`src/rtl/opaddr_pkg.sv`:
```
package opaddr_pkg;

    localparam int WORD_W   = 16;
    localparam int REG_CNT  = 4;
    localparam int STEP_VAL = 1;

    typedef enum logic [2:0] {
        AM_IMM  = 3'd0,
        AM_REG  = 3'd1,
        AM_ABS  = 3'd2,
        AM_IND  = 3'd3,
        AM_IDX  = 3'd4,
        AM_POST = 3'd5,
        AM_PRE  = 3'd6,
        AM_RSV  = 3'd7
    } amode_e;

    typedef struct packed {
        logic touches_mem;
        logic wb_early;
        logic wb_late;
        logic from_reg;
    } access_flags_t;

    function automatic access_flags_t decode_mode(amode_e m);
        access_flags_t f;
        f = '0;
        case (m)
            AM_REG:  f.from_reg    = 1'b1;
            AM_ABS,
            AM_IND,
            AM_IDX:  f.touches_mem = 1'b1;
            AM_POST: begin f.touches_mem = 1'b1; f.wb_late  = 1'b1; end
            AM_PRE:  begin f.touches_mem = 1'b1; f.wb_early = 1'b1; end
            default: f = '0;
        endcase
        return f;
    endfunction

endpackage

```
`src/rtl/opaddr_calc.sv`:
```
module opaddr_calc
    import opaddr_pkg::*;
#(
    parameter int DATA_W = WORD_W,
    parameter int STEP   = STEP_VAL
) (
    input  amode_e              mode,
    input  logic [DATA_W-1:0]   base,
    input  logic [DATA_W-1:0]   disp,
    output access_flags_t       flags,
    output logic [DATA_W-1:0]   addr,
    output logic [DATA_W-1:0]   wb_val,
    output logic [DATA_W-1:0]   direct_val
);
    localparam logic [DATA_W-1:0] STEP_W = DATA_W'(STEP);

    always_comb begin
        flags      = decode_mode(mode);
        addr       = disp;
        wb_val     = base;
        direct_val = flags.from_reg ? base : disp;
        case (mode)
            AM_IND:  addr = base;
            AM_IDX:  addr = base + disp;
            AM_POST: begin
                addr   = base;
                wb_val = base + STEP_W;
            end
            AM_PRE: begin
                wb_val = base - STEP_W;
                addr   = base - STEP_W;
            end
            default: addr = disp;
        endcase
    end

    always_comb begin
        if (flags.wb_early) begin
            p_pre_addr_matches_r7: assert (addr == wb_val);
        end
    end
endmodule

```
`src/rtl/opaddr_seq.sv`:
```
module opaddr_seq (
    input  logic clk,
    input  logic rst,
    input  logic start,
    input  logic is_mem,
    input  logic mem_valid,
    output logic accept,
    output logic complete,
    output logic busy
);
    typedef enum logic {S_IDLE, S_WAIT} seq_state_e;
    seq_state_e state_q;

    assign busy     = (state_q == S_WAIT);
    assign accept   = (state_q == S_IDLE) && start;
    assign complete = busy && mem_valid;

    always_ff @(posedge clk) begin
        if (rst) begin
            state_q <= S_IDLE;
        end else begin
            case (state_q)
                S_IDLE: if (accept && is_mem) state_q <= S_WAIT;
                S_WAIT: if (mem_valid)        state_q <= S_IDLE;
                default:                      state_q <= S_IDLE;
            endcase
        end
    end

    p_idle_after_valid_r8: assert property (@(posedge clk) disable iff (rst)
        complete |=> !busy);
    p_busy_ignores_start_r9: assert property (@(posedge clk) disable iff (rst)
        busy && start && !mem_valid |=> busy);
endmodule

```
`src/rtl/operand_resolver.sv`:
```
module operand_resolver
    import opaddr_pkg::*;
#(
    parameter int DATA_W = WORD_W,
    parameter int NREG   = REG_CNT,
    parameter int STEP   = STEP_VAL,
    localparam int IDX_W = $clog2(NREG)
) (
    input  logic              clk,
    input  logic              rst,
    input  logic              start,
    input  logic [2:0]        mode,
    input  logic [IDX_W-1:0]  reg_idx,
    input  logic [DATA_W-1:0] disp,
    output logic [IDX_W-1:0]  rf_raddr,
    input  logic [DATA_W-1:0] rf_rdata,
    output logic              rf_we,
    output logic [IDX_W-1:0]  rf_waddr,
    output logic [DATA_W-1:0] rf_wdata,
    output logic              mem_req,
    output logic [DATA_W-1:0] mem_addr,
    input  logic              mem_valid,
    input  logic [DATA_W-1:0] mem_rdata,
    output logic              done,
    output logic [DATA_W-1:0] operand
);
    amode_e              mode_in;
    access_flags_t       flags;
    logic [DATA_W-1:0]   calc_addr, calc_wb, calc_direct;
    logic                accept, complete, busy;

    logic                done_q, we_q, pend_q;
    logic [DATA_W-1:0]   addr_q, operand_q, wdata_q, pend_val_q;
    logic [IDX_W-1:0]    waddr_q;

    assign mode_in  = amode_e'(mode);
    assign rf_raddr = reg_idx;

    opaddr_calc #(.DATA_W(DATA_W), .STEP(STEP)) u_calc (
        .mode       (mode_in),
        .base       (rf_rdata),
        .disp       (disp),
        .flags      (flags),
        .addr       (calc_addr),
        .wb_val     (calc_wb),
        .direct_val (calc_direct)
    );

    opaddr_seq u_seq (
        .clk       (clk),
        .rst       (rst),
        .start     (start),
        .is_mem    (flags.touches_mem),
        .mem_valid (mem_valid),
        .accept    (accept),
        .complete  (complete),
        .busy      (busy)
    );

    always_ff @(posedge clk) begin
        if (rst) begin
            done_q     <= 1'b0;
            we_q       <= 1'b0;
            pend_q     <= 1'b0;
            addr_q     <= '0;
            operand_q  <= '0;
            wdata_q    <= '0;
            pend_val_q <= '0;
            waddr_q    <= '0;
        end else begin
            done_q <= 1'b0;
            we_q   <= 1'b0;
            if (accept) begin
                waddr_q <= reg_idx;
                if (!flags.touches_mem) begin
                    done_q    <= 1'b1;
                    operand_q <= calc_direct;
                end else begin
                    addr_q     <= calc_addr;
                    we_q       <= flags.wb_early;
                    wdata_q    <= calc_wb;
                    pend_q     <= flags.wb_late;
                    pend_val_q <= calc_wb;
                end
            end else if (complete) begin
                done_q    <= 1'b1;
                operand_q <= mem_rdata;
                if (pend_q) begin
                    we_q    <= 1'b1;
                    wdata_q <= pend_val_q;
                    pend_q  <= 1'b0;
                end
            end
        end
    end

    assign mem_req  = busy;
    assign mem_addr = addr_q;
    assign done     = done_q;
    assign operand  = operand_q;
    assign rf_we    = we_q;
    assign rf_waddr = waddr_q;
    assign rf_wdata = wdata_q;

    p_req_hold_r8: assert property (@(posedge clk) disable iff (rst)
        mem_req && !mem_valid |=> mem_req && $stable(mem_addr));
    p_done_after_valid_r8: assert property (@(posedge clk) disable iff (rst)
        mem_req && mem_valid |=> done && !mem_req && operand == $past(mem_rdata));
    p_quick_done_r1: assert property (@(posedge clk) disable iff (rst)
        start && !mem_req && (mode == 3'd0 || mode == 3'd1 || mode == 3'd7)
        |=> done && !mem_req && !rf_we);
    p_predec_first_r7: assert property (@(posedge clk) disable iff (rst)
        start && !mem_req && mode == 3'd6 |=> rf_we && mem_req && rf_wdata == mem_addr);
    p_postinc_late_r6: assert property (@(posedge clk) disable iff (rst)
        start && !mem_req && mode == 3'd5 |=> mem_req && !rf_we);
    p_write_timing_r6: assert property (@(posedge clk) disable iff (rst)
        rf_we |-> done || mem_req);
endmodule

```
`config.mk`:
```
export PLATFORM = sky130hd
export DESIGN_NAME = operand_resolver
export DESIGN_NICKNAME = d
export VERILOG_FILES = /design/src/rtl/opaddr_pkg.sv /design/src/rtl/opaddr_calc.sv /design/src/rtl/opaddr_seq.sv /design/src/rtl/operand_resolver.sv
export SDC_FILE = /design/constraint.sdc
export NUM_CORES = 1
export LEC_CHECK = 0
export BUFFER_PORTS_ARGS = -buffer_cell sky130_fd_sc_hd__buf_2
export CAP_MARGIN = 20
export CORE_ASPECT_RATIO = 1.1
export CORE_MARGIN = 8
export CORE_UTILIZATION = 58
export CTS_BUF_LIST = sky130_fd_sc_hd__clkbuf_2 sky130_fd_sc_hd__clkbuf_4 sky130_fd_sc_hd__clkbuf_8
export DETAILED_ROUTE_END_ITERATION = 6
export PLACE_DENSITY = 0.84
export SKIP_CTS_REPAIR_TIMING = 1
export SLEW_MARGIN = 20
export SYNTH_ARGS = -nofsm -noshare
export SYNTH_HDL_FRONTEND = slang
export SYNTH_HIERARCHICAL = 1
export SYNTH_SLANG_ARGS = --single-unit
```
`constraint.sdc`:
```
create_clock -name clk -period 2.6 [get_ports clk]
set_input_delay 0 -clock clk [delete_from_list [all_inputs] [get_ports clk]]
set_output_delay 0 -clock clk [all_outputs]
set_load 0.05 [all_outputs]
```
; Yosys cells after proc, flatten, opt, wreduce, memory -nomap -nowiden
; Cells that the tools add are included.
[word_totals]
word_cells = 59
regBits = 70
out_inout_bits = 55
[op_classes]
reduce_logical = 11
addsub = 3
n_eq_ne = 8
muxes = 27
bitwise_logic = 1
[op_table]
columns = op, n
row1 = 16-bit 2-to-1 mux, 8
row2 = 16-bit case mux with 3 select lines, 1
row3 = 16-bit case mux with 2 select lines, 1
row4 = 16-bit by 1-bit adder with 16-bit output (second input constant), 1
row5 = 16-bit adder, 1
row6 = 1-bit 2-to-1 mux, 16
row7 = 16-bit by 1-bit subtractor with 16-bit output (second input constant), 1
row8 = 3-bit equality test (second input constant), 3
row9 = 3-bit by 2-bit equality test with 1-bit output (second input constant), 2
row10 = 2-bit AND reduction, 3
row11 = 5-bit OR reduction, 1
row12 = 2-bit nonzero test, 2
row13 = 3-bit by 1-bit equality test with 1-bit output (second input constant), 1
row14 = 1-bit logical AND, 3
row15 = 3-bit AND reduction, 1
row16 = 2-bit by 1-bit != test with 1-bit output (second input constant), 1
row17 = 2-bit != test (second input constant), 1
row18 = 1-bit case mux with 2 select lines, 1
row19 = 2-bit OR reduction, 1
row20 = 1-bit inverter, 1

; Longest topological paths before layout
[logic_depth]
ltp_word = 6
ltp_mapped = 10

; Cells and area by module
; The synthesis kept the hierarchy.
[modules_own_cells]
columns = module, cells_per_inst, instances, area_per_inst_um2
row1 = operand_resolver, 330, 1, 2981.6
row2 = opaddr_calc, 381, 1, 2457.4
row3 = opaddr_seq, 6, 1, 55.1

; Worst setup path before layout
; Ideal clock, no wire load.
[synth_timing]
path_type = input-to-reg
from = in mode[2]
to = reg addr_q[12], in the netlist mem_addr[12]
setup_ns = 0.070
t_arrival_ns = 1.957
stages = 10
slack_ns = 0.572
required_ns = 2.530
cell_sequence = clkbuf_1 -> buf_1 -> clkbuf_1 -> a21oi_1 -> buf_2 -> nand2_1 -> buf_2 -> buf_1 -> nand2_1 -> a21oi_1
[synth_lines]
columns = item, line_no
row1 = from (decl), operand_resolver.sv:12  ; input logic [2:0] mode,
row2 = to (signal assigned), operand_resolver.sv:79  ; addr_q <= calc_addr;
row3 = to (decl), operand_resolver.sv:33  ; logic [DATA_W-1:0] addr_q, operand_q, wdata_q, pend_val_q;

; Worst setup path in the final report
[layout_timing]
from = in rf_rdata[4]
to = reg addr_q[15], in the netlist mem_addr[15]
[layout_via]
elab_chain_len = 2
elab_cells_between_ends = 3
classes_between = add/sub: 2 / mux: 1
[layout_rtl]
columns = item, line_no
row1 = from (decl), operand_resolver.sv:16  ; input logic [DATA_W-1:0] rf_rdata,
row2 = 16-bit by 1-bit subtractor with 16-bit output or 16-bit adder (tied branches), "opaddr_calc.sv:31, opaddr_calc.sv:24"
row3 = 16-bit case mux with 3 select lines (*), opaddr_calc.sv:22  ; case (mode)
row4 = net calc_addr[15], operand_resolver.sv:29  ; logic [DATA_W-1:0] calc_addr, calc_wb, calc_direct;
; The timed path passes the listed nets; every way through them passes the cells marked *.
; A chain may end at the register's enable or synchronous reset.

==> summary.md <==
| Metric | Value |
|---|---|
| Status | `finished, violations left` |
| Failing checks | `negative hold slack` |
| CP top delay family | `compound AO/OA/AOI/OAI gates` |
| GR Util met1 | `34.5%` |
| CTS H-tree depth | `3` |
| Peak VDD IR | `0.325 mV` |
| Setup repair after global routing missed its margin | `no` |
| Mapped cell area | `0.00549 mm2` |
| ANT nets after route | `0` |
| Via count | `5860` |
| Final Skew | `0.0198 ns` |
| Finish-stage setup viols | `0` |
| Post-synth top area cell | `dfxtp_1` |
| Tot GR Track Use | `27.7%` |
| Synth area leaders | `dfxtp_1 26%, a21oi_1 8.7%, nand2_1 7.4%` |
| Crit path buf inv count | `1` |
| Syn-to-layout area delta | `15.2%` |
| Setup WS pre-CTS | `0.239 ns` |
| Die width | `109 um` |
| FP Rows | `37` |
| Pins over their slew limit | `0` |
| Max-capacitance violation count | `0` |
| Number of antenna violations at the first check in global routing | `0` |
| DIE HEIGHT | `118 um` |
| Hold Crit Endpoint | `operand[13]` |
| Largest stage delay on the critical path | `0.42 ns` |
| Share of the synthesized area in the top cell type | `25.5%` |
| Critical Path RT | `2.87 ns` |
| TNS Setup | `0 ns` |
| Hold wc startpoint | `mem_rdata[13]` |
| Pwr/cell area | `530 mW/mm2` |
| Worst setup SP type | `primary input` |
| CTS tree | `built` |
| Slew @ Worst Pin | `0.831 ns` |
| Mean Syn Cell Area | `7.66 um2` |
| Async set-reset flop share out of synthesis | `0%` |
| CTS Buf Count | `9` |
| GR Util met2 | `46.0%` |
| CTS max path bufs | `2` |
| Most frequent cells in the layout | `111 x buf_2, 108 x nand2_1, 94 x a21oi_1` |
| Clk sinks | `70` |
| Synth Net Count | `792` |
| Global route overflow | `0` |
| CP Cell Sequence | `buf_2 -> ha_1 -> o211ai_1 -> o211ai_1 -> nand3_1 -> o21a_1 -> a211o_1 -> a22oi_1 -> nand2_1 -> a21oi_1` |
| Vias in the first global route | `5782` |
| Final hold vios | `3` |
| Core Area | `0.00931 mm2` |
| Synth unique cells | `68` |
| Met3 Use GR | `5.15%` |
| Period utilisation layout | `78.2%` |
| Routed WL | `18.1 mm` |
| FF-to-FF Start | `u_seq/busy` |
| DR iter-0 viols | `627` |
| Most frequent CP cell | `o211ai_1` |
| Layout cells sized above 1 | `23.4%` |
| Largest net degree at the start of global routing | `71` |
| Sequential area share after synthesis | `25.5%` |
| Worst hold-check path type | `in2reg` |
| Reg clk slew, reported paths | `0.09 ns` |
| DRC viols | `0` |
| Critical Path Fanout Max | `12` |
| First-pass GRT wire length | `29.0 mm` |
| Fin nets | `877` |
| Mapped Cells | `717` |
| WL/cell | `19.6 um` |
| Ys flop type | `dfxtp_1` |
| Num ports | `112` |
| Clk root buf | `clkbuf_8` |
| Ys Warns | `6` |
| Initial core utilization | `59.0%` |
| Mean number of vias per cell | `6.34` |
| Clock period minus worst slack | `2.03 ns` |
| Fin worst setup slack | `0.567 ns` |
| Crit Path Category | `in2reg` |
| First drt pass iteration count | `5` |
| R2r endpoint | `operand[11]` |
| Leak pwr | `2.77 nW` |
| Hpwl dp | `13.0 mm` |
| Crit-path slowest cell | `ha_1` |
| Worst r2r path cells | `4` |
| Yosys reg bits | `70` |
| FF-to-FF setup slack | `0.60 ns` |
| Worst Setup End Kind | `flop` |
| Worst slew margin | `44.6%` |
| F_max | `492 MHz` |
| PortBufs | `111` |
| Clk Latency, worst-skew pair | `0.35 ns` |
| Global routing's busiest layer | `met2` |
| Post-synth EDFFs | `0` |
| Commonest non-fill, non-tap cell in the layout | `buf_2` |
| Critical Path AT | `2.31 ns` |
| RD Place Congestion | `1.01` |
| Hold path cells | `3` |
| DIE AREA | `0.0128 mm2` |
| Min Hold Slack | `-0.0177 ns` |
synthesized netlist by cell type (all sizes together), types with 15 or more instances:
library cell,n
o21ai,29
dfxtp,70
ha,17
nor3,15
xor2,17
clkbuf,39
buf,26
mux2,15
xnor2,19
mux2i,38
nor2,30
a21oi,95
nand3,15
and3,19
a211oi,52
nand2,108
report_power, final:
| part | internal (mW) | switching [mW] | leakage (nW) |
|---|---|---|---|
| clock network | 0.474 | 0.456 | 0.103 |
| logic | 0.397 | 0.813 | 2.09 |
| registers | 1.16 | 0.0523 | 0.576 |
| total | 2.03 | 1.32 | 2.77 |
worst max path at each step:
stage	slack [ns]	start	endpoint	depth (start not counted)
global placement	0.31	rf_rdata[5]	mem_addr[15]	9
global route	0.43	rf_rdata[0]	rf_wdata[6]	10
CTS	0.59	rf_rdata[0]	rf_wdata[6]	10
finish	0.57	rf_rdata[4]	mem_addr[15]	10
detailed placement	0.24	rf_rdata[0]	rf_wdata[6]	10
floorplan	0.57	mode[2]	mem_addr[12]	10
worst register-to-register path, stage by stage, from the launching register on:
cell	delay [ns]
dfxtp_1	0.38
and2_2	0.37
or2_1	0.55
and2_4	0.42
a211oi_1	0.13
metrics by stage:
stage | hold WS, ns | utilization [%] | instance area [um2] | power, mW | cells
2_1_floorplan | 0.0691 | - | 5490 | 2.11 | 717
6_report | -0.0177 | 68.0 | 6330 | 3.35 | 925
4_1_cts | -0.114 | 67.4 | 6270 | 3.34 | 918
5_1_grt | 0.00170 | 68.0 | 6330 | 3.49 | 924
3_3_place_gp | 0.249 | 65.1 | 6060 | 2.37 | 902
3_5_place_dp | 0.259 | 65.1 | 6060 | 2.41 | 902
layout make-up:
type	count	area (um2)
sequential	70	1400
clock inverter	6	68.8
timing repair buffer	139	781
antenna	1	2.50
clock buffer	10	138
inverter	12	45.0
fill	773	2980
tap	117	146
multi-input combinational	570	3750
flip-flops by register name, indices dropped and copies added (netlist names):
name and count:
done 1, mem_addr 16, operand 16, pend_q 1, pend_val_q 16, rf_waddr 2
rf_wdata 16, rf_we 1, u_seq/busy 1
logic make-up after synthesis:
family / count (synthesis) / share of synthesized area [%]
adder cells (fa/ha/maj): 18 / 4.24
XOR/XNOR: 36 / 5.74
flip-flops: 70 / 25.5
AND/OR/NAND/NOR: 232 / 20.8
multiplexers: 54 / 10.4
AO/OA/AOI/OAI: 230 / 26.9
buffers and inverters: 77 / 6.35
layer usage:
metal / wire length, um / share of wire [%] / vias up
li1: - / - / 2767
met1: 7430 / 41 / 2761
met2: 8820 / 49 / 297
met3: 1410 / 7.8 / 35
met4: 463 / 2.6 / 0
met5: 0 / 0 / -
(Power assumes the default switching activity.)
